**src/rtl/bufrd_pkg.sv**
```systemverilog
package bufrd_pkg;
  typedef enum logic [2:0] {
    ST_IDLE,
    ST_REQ,
    ST_WAIT,
    ST_PUSH,
    ST_HALT
  } eng_st_e;

  localparam int unsigned STAT_W   = 32;
  localparam int unsigned BIT_TERM = 20;
  localparam int unsigned BIT_ERR  = 18;
  localparam int unsigned BIT_BUSY = 17;
  localparam int unsigned BIT_IDLE = 16;

  localparam logic [1:0] RSP_OK     = 2'b00;
  localparam logic [1:0] RSP_NOTGT  = 2'b01;
  localparam logic [1:0] RSP_TGTERR = 2'b10;
endpackage

```
**src/rtl/bufrd_walker.sv**
```systemverilog
module bufrd_walker #(
  parameter int ADDR_W = 32,
  parameter int LEN_W  = 16,
  parameter int STEP   = 4
) (
  input  logic              clk,
  input  logic              rst_n,
  input  logic              base_we,
  input  logic [ADDR_W-1:0] base_in,
  input  logic              load,
  input  logic [LEN_W-1:0]  len_in,
  input  logic              step,
  output logic [ADDR_W-1:0] addr,
  output logic              last
);
  localparam logic [ADDR_W-1:0] INC = ADDR_W'(STEP);
  localparam logic [LEN_W-1:0]  ONE = LEN_W'(1);

  logic [ADDR_W-1:0] base_q, addr_q;
  logic [LEN_W-1:0]  rem_q;

  always_ff @(posedge clk) begin
    if (!rst_n) begin
      base_q <= '0;
      addr_q <= '0;
      rem_q  <= '0;
    end else begin
      if (base_we) base_q <= base_in;
      if (load) begin
        addr_q <= base_q;
        rem_q  <= len_in;
      end else if (step) begin
        addr_q <= addr_q + INC;
        rem_q  <= rem_q - ONE;
      end
    end
  end

  assign addr = addr_q;
  assign last = (rem_q == '0);

  a_r3_addr_step: assert property (@(posedge clk) disable iff (!rst_n)
    step && !load |=> addr == $past(addr) + INC);
endmodule

```
**src/rtl/bufrd_fsm.sv**
```systemverilog
module bufrd_fsm
  import bufrd_pkg::*;
#(
  parameter int DATA_W = 32
) (
  input  logic              clk,
  input  logic              rst_n,
  input  logic              enable,
  input  logic              len_we,
  input  logic              len_zero,
  input  logic              done,
  input  logic              req_ready,
  input  logic              rsp_valid,
  input  logic [DATA_W-1:0] rsp_data,
  input  logic [1:0]        rsp_err,
  input  logic              fifo_ready,
  output logic              req_valid,
  output logic              rsp_ready,
  output logic              fifo_valid,
  output logic [DATA_W-1:0] fifo_data,
  output logic              load,
  output logic              step,
  output logic              ev_term,
  output logic              ev_err,
  output logic              busy,
  output logic              idle
);
  eng_st_e           st_q;
  logic [DATA_W-1:0] hold_q;
  logic              rsp_take, push;

  assign load      = enable && len_we && (st_q == ST_IDLE);
  assign req_valid = (st_q == ST_REQ) && fifo_ready;
  assign step      = req_valid && req_ready;
  assign rsp_ready = (st_q == ST_WAIT);
  assign rsp_take  = rsp_ready && rsp_valid;
  assign fifo_valid = (st_q == ST_PUSH);
  assign fifo_data  = hold_q;
  assign push       = fifo_valid && fifo_ready;
  assign ev_term    = enable && ((load && len_zero) || (push && done));
  assign ev_err     = enable && rsp_take && (rsp_err != RSP_OK);
  assign busy       = (st_q == ST_REQ) || (st_q == ST_WAIT) || (st_q == ST_PUSH);
  assign idle       = (st_q == ST_IDLE);

  always_ff @(posedge clk) begin
    if (!rst_n) begin
      st_q   <= ST_IDLE;
      hold_q <= '0;
    end else if (!enable) begin
      st_q <= ST_IDLE;
    end else begin
      unique case (st_q)
        ST_IDLE: if (load) st_q <= len_zero ? ST_IDLE : ST_REQ;
        ST_REQ:  if (step) st_q <= ST_WAIT;
        ST_WAIT: if (rsp_take) begin
          if (rsp_err != RSP_OK) st_q <= ST_HALT;
          else begin
            st_q   <= ST_PUSH;
            hold_q <= rsp_data;
          end
        end
        ST_PUSH: if (push) st_q <= done ? ST_IDLE : ST_REQ;
        ST_HALT: st_q <= ST_HALT;
        default: st_q <= ST_IDLE;
      endcase
    end
  end

  a_r3_one_outstanding: assert property (@(posedge clk) disable iff (!rst_n)
    req_valid && req_ready |=> !req_valid);
  a_r4_hold_stable: assert property (@(posedge clk) disable iff (!rst_n)
    fifo_valid && !fifo_ready && enable |=> fifo_valid && $stable(fifo_data));
  a_r10_busy_idle: assert property (@(posedge clk) disable iff (!rst_n)
    $onehot0({busy, idle}));
endmodule

```
**src/rtl/bufrd_status.sv**
```systemverilog
module bufrd_status
  import bufrd_pkg::*;
(
  input  logic              clk,
  input  logic              rst_n,
  input  logic              enable,
  input  logic              accept,
  input  logic              ev_term,
  input  logic              ev_err,
  input  logic              busy,
  input  logic              idle,
  output logic [STAT_W-1:0] status
);
  logic term_q, err_q;

  always_ff @(posedge clk) begin
    if (!rst_n) begin
      term_q <= 1'b0;
      err_q  <= 1'b0;
    end else begin
      if (ev_term)     term_q <= 1'b1;
      else if (accept) term_q <= 1'b0;
      if (!enable)     err_q <= 1'b0;
      else if (ev_err) err_q <= 1'b1;
    end
  end

  always_comb begin
    status           = '0;
    status[BIT_TERM] = term_q;
    status[BIT_ERR]  = err_q;
    status[BIT_BUSY] = busy;
    status[BIT_IDLE] = idle;
  end

  a_r9_err_clear: assert property (@(posedge clk) disable iff (!rst_n)
    !enable |=> !status[BIT_ERR]);
  a_r8_err_sticky: assert property (@(posedge clk) disable iff (!rst_n)
    status[BIT_ERR] && enable |=> status[BIT_ERR]);
  a_r7_term_clear: assert property (@(posedge clk) disable iff (!rst_n)
    accept && !ev_term |=> !status[BIT_TERM]);
endmodule

```
**src/rtl/bufrd_ctrl.sv**
```systemverilog
module bufrd_ctrl
  import bufrd_pkg::*;
#(
  parameter int ADDR_W = 32,
  parameter int DATA_W = 32,
  parameter int LEN_W  = 16
) (
  input  logic              clk,
  input  logic              rst_n,
  input  logic              enable,
  input  logic              cfg_addr_we,
  input  logic [ADDR_W-1:0] cfg_addr,
  input  logic              cfg_len_we,
  input  logic [LEN_W-1:0]  cfg_len,
  output logic              rd_req_valid,
  input  logic              rd_req_ready,
  output logic [ADDR_W-1:0] rd_req_addr,
  input  logic              rd_rsp_valid,
  output logic              rd_rsp_ready,
  input  logic [DATA_W-1:0] rd_rsp_data,
  input  logic [1:0]        rd_rsp_err,
  output logic              fifo_valid,
  input  logic              fifo_ready,
  output logic [DATA_W-1:0] fifo_data,
  output logic [31:0]       status
);
  localparam int WORD_BYTES = DATA_W / 8;

  logic load, step, last_word, ev_term, ev_err, busy, idle;

  bufrd_walker #(.ADDR_W(ADDR_W), .LEN_W(LEN_W), .STEP(WORD_BYTES)) u_walk (
    .clk(clk), .rst_n(rst_n),
    .base_we(cfg_addr_we), .base_in(cfg_addr),
    .load(load), .len_in(cfg_len), .step(step),
    .addr(rd_req_addr), .last(last_word)
  );

  bufrd_fsm #(.DATA_W(DATA_W)) u_fsm (
    .clk(clk), .rst_n(rst_n), .enable(enable),
    .len_we(cfg_len_we), .len_zero(cfg_len == '0), .done(last_word),
    .req_ready(rd_req_ready), .rsp_valid(rd_rsp_valid),
    .rsp_data(rd_rsp_data), .rsp_err(rd_rsp_err), .fifo_ready(fifo_ready),
    .req_valid(rd_req_valid), .rsp_ready(rd_rsp_ready),
    .fifo_valid(fifo_valid), .fifo_data(fifo_data),
    .load(load), .step(step), .ev_term(ev_term), .ev_err(ev_err),
    .busy(busy), .idle(idle)
  );

  bufrd_status u_stat (
    .clk(clk), .rst_n(rst_n), .enable(enable), .accept(load),
    .ev_term(ev_term), .ev_err(ev_err), .busy(busy), .idle(idle),
    .status(status)
  );

  a_r5_full_no_req: assert property (@(posedge clk) disable iff (!rst_n)
    !fifo_ready |-> !rd_req_valid);
  a_r6_term_on_last: assert property (@(posedge clk) disable iff (!rst_n)
    fifo_valid && fifo_ready && last_word && enable |=> status[BIT_TERM] && status[BIT_IDLE]);
  a_r8_halt_on_err: assert property (@(posedge clk) disable iff (!rst_n)
    rd_rsp_valid && rd_rsp_ready && (rd_rsp_err != RSP_OK) && enable
    |=> status[BIT_ERR] && !rd_req_valid && !status[BIT_BUSY] && !status[BIT_IDLE]);
  a_r9_disable_idle: assert property (@(posedge clk) disable iff (!rst_n)
    !enable |=> status[BIT_IDLE] && !fifo_valid);
endmodule

```
**config.mk**
```make
export PLATFORM = sky130hd
export DESIGN_NAME = bufrd_ctrl
export DESIGN_NICKNAME = d
export VERILOG_FILES = /design/src/rtl/bufrd_pkg.sv /design/src/rtl/bufrd_walker.sv /design/src/rtl/bufrd_fsm.sv /design/src/rtl/bufrd_status.sv /design/src/rtl/bufrd_ctrl.sv
export SDC_FILE = /design/constraint.sdc
export NUM_CORES = 1
export LEC_CHECK = 0
export CAP_MARGIN = 20
export CORE_MARGIN = 2
export CORE_UTILIZATION = 44
export CTS_CLUSTER_SIZE = 30
export DETAILED_ROUTE_END_ITERATION = 16
export HOLD_SLACK_MARGIN = 0.02
export PLACE_DENSITY = 0.76
export SLEW_MARGIN = 20
export SYNTH_ARGS = -nofsm -noshare
export SYNTH_HDL_FRONTEND = slang
export SYNTH_HIERARCHICAL = 1
export SYNTH_SLANG_ARGS = --single-unit
```
**constraint.sdc**
```tcl
create_clock -name clk -period 3.3 [get_ports clk]
set_input_delay 0.66 -clock clk [delete_from_list [all_inputs] [get_ports clk]]
set_output_delay 0.66 -clock clk [all_outputs]
set_load 0.005 [all_outputs]
```
==> run summary <==
PwrDens: 465.7 nW/um^2
Largest delay share family, worst path: simple AND/OR/NAND/NOR gates
CP max FO: 6
Die X: 120.5 um
layout cells sized above 1: 0.06471
r2r worst-path depth: 7
minimum clock period: 2.762 ns
global route overflow: 0
clk sinks: 117
first-pass GRT wire length: 23,950 um
beginning of the worst register-to-register path: u_fsm/st_q[0]
Post-Syn Instances: 669
CORE AREA: 13,240 um^2
FILL cells: 1,152
setup tns final: 0 ns
Startpoint Class: input port
post-route insts no fill: 995
top cells by area, synth: dfxtp_1 39%, mux2i_1 11%, nand2_1 6.0%
worst-skew pair later-pin latency: 0.41 ns
TritonRoute pass-1 iters: 4
internal reg-to-reg setup slack: 0.65 ns
Avg WL per Cell: 15.31 um
Yosys top cell area share: 0.3920
row count: 42
initial antenna violation count: 0
# port buffers: 160
Rel. slew slack: 0.3353
Synth top cells by count: 117 x dfxtp_1, 95 x nand2_1, 68 x mux2i_1, 40 x nor2b_1, 34 x o21ai_0
postcts setup bufs: 0
aggregate routed wire length: 15,240 um
cts repair resizes: 0
R2R Path End: u_walk/addr[21]
H-tree depth: 4
Leak: 3.056 nW
RSZ-0062 raised after global routing: false
number of buffers created by CTS: 17
DPL Wire Length: 10,990 um
ys async rst share: 0
Synth Cell Area: 5974 um^2
yosys warns: 6
Root Driver: clkbuf_16
Final Max Slew Viols: 0
Die Footprint: 14,530 um^2
Setup WS pre-CTS: 0.1795 ns
Placed Cells: 963
total number of vias: 5,199
setup ws final: 0.5383 ns
Main synth FF type: dfxtp_1
Area growth, synth to finish: 35.04%
Critical Path RT: 3.60 ns
#FFs+latches synth: 117
I/O pin count: 189
outcome: completed
Vias per Instance: 5.225
Post-synth EDFFs: 0
initial drt markers: 250
Setup Skew: 0.01047 ns
footprint of the multi-input gates: 3204 um^2
post-route ant nets: 0
diode count: 0
hold-critical path depth: 2
register area share after synthesis: 0.3920
Highest Clock Rate: 362.1 MHz
CTS tree: done
clock buffer depth: 2
Initial Util: 0.4512
Worst Max-Slew Pin Slew: 0.9956 ns
Arrival @ worst endpoint: 3.06 ns
GRT Util Overall: 0.2075
Worst-path clk slew: 0.05 ns
Final setup viols: 0
Peak VDD IR: 0.3008 mV
origin of the worst min-delay path: u_fsm/fifo_data[6]
critical path class: input port to flop
WP buf/inv: 1
layout net count: 898
nature of the critical path endpoint: flop
Tcrit/Tclk final: 0.8369
crit-path cells: clkdlybuf4s50_1, nand2_1, nor3_1, and2_1, nand4_1, or4_1, o31a_1, o311a_1
final hold violations: 0
fin util: 0.6092
Worst path slowest cell: or4_1
most instantiated library cell after synthesis: dfxtp_1
vias in the first global route: 4,959
Worst Hold Class: flop to flop
drt drc: 0
register area: 2342 um^2
chip height: 120.5 um
CTS Hold Bufs: 0
Final GP Congestion: 0.8232
CP peak stage delay: 0.54 ns
largest net degree at the start of global routing: 86
worst hold slack: 0.4571 ns
leading area contributor after synthesis: dfxtp_1
Hold Path End: u_fsm/fifo_data[6]
syn avg cell area: 8.930 um^2
post-synth cell types: 62
max_cap viols: 0
## placed cells by master (no fill, tap or decap), types with 4 or more instances in the layout
cell,n
nand3_1,15
nand2_1,95
nand4_1,13
nor2_1,12
mux2i_1,68
clkinv_2,5
clkbuf_8,4
a21oi_1,20
dfxtp_1,117
nor3_1,14
o31ai_1,5
o211a_1,9
xnor2_1,12
nor4_1,15
a211oi_1,4
clkdlybuf4s50_1,158
nand2b_1,9
nor2b_1,40
o21a_1,5
and4_1,5
a31oi_1,8
nor4b_1,5
o21ai_0,34
or4_1,8
o311a_1,5
xor2_1,12
and3_1,9
inv_1,6
conb_1,28
clkbuf_16,17
buf_4,8
and2_1,5
## kinds of logic after synthesis
group / after synthesis / share of synthesized area
AND/OR/NAND/NOR: 266 / 0.2469
flip-flops: 117 / 0.3920
AO/OA/AOI/OAI: 106 / 0.1183
buffers and inverters: 85 / 0.08879
multiplexers: 68 / 0.1139
XOR/XNOR: 24 / 0.03518
adder cells (fa/ha/maj): 2 / 0.004188
other: 1 / 0.0006277
## metrics by stage
stage	area, um^2	total power, mW
global placement	7480	1.966
finish	8068	3.757
global route	8068	3.915
floorplan	6076	1.788
detailed placement	7480	1.978
CTS	8068	3.796
## routing by layer
| layer | vias up | share of wire | track usage |
|---|---|---|---|
| met3 | 12 | 0.069 | 0.06651 |
| li1 | 2600 | - | - |
| met4 | 0 | 0.0095 | 0.06686 |
| met1 | 2419 | 0.42 | 0.2400 |
| met5 | - | 0 | 0 |
| met2 | 168 | 0.50 | 0.3623 |
## how the worst max path moves through the flow
stage	startpoint	endpoint	cells past startpoint
global route	fifo_ready	u_walk/addr[21]	8
floorplan	u_fsm/st_q[0]	u_walk/addr[21]	9
CTS	fifo_ready	u_walk/addr[21]	8
detailed placement	fifo_ready	u_walk/addr[21]	8
global placement	fifo_ready	u_walk/addr[21]	8
finish	fifo_ready	u_walk/addr[21]	8
## worst reg2reg max path: stages (launching register included)
cell and delay, ns:
dfxtp_1 0.61, nand2_1 0.09, nor3_1 0.20, and2_1 0.33, nand4_1 0.15, or4_1 0.54
o31a_1 0.28, o311a_1 0.33
## power breakdown
group / internal [mW] / leakage, nW / total, mW / switching, mW
registers: 1.48 / 0.956 / 1.54 / 0.0668
clock network: 1.18 / 0.289 / 1.80 / 0.622
logic: 0.236 / 1.81 / 0.410 / 0.174
total: 2.89 / 3.06 / 3.76 / 0.863
## layout make-up
cell class,instances,area share
clock buffer,23,0.06048
clock inverter,9,0.01241
inverter,7,0.003257
multi-input combinational,494,0.3972
sequential,117,0.2903
tap,176,0.02730
timing repair buffer,169,0.2091
## registers in the layout, summed over array words and instances (netlist names)
name and count:
u_walk/rem_q 16, u_stat/term_q 1, u_stat/err_q 1, u_fsm/st_q 3
u_fsm/fifo_data 32, u_walk/base_q 32, u_walk/addr 32
No activity file was read; power rests on OpenSTA's default activity.
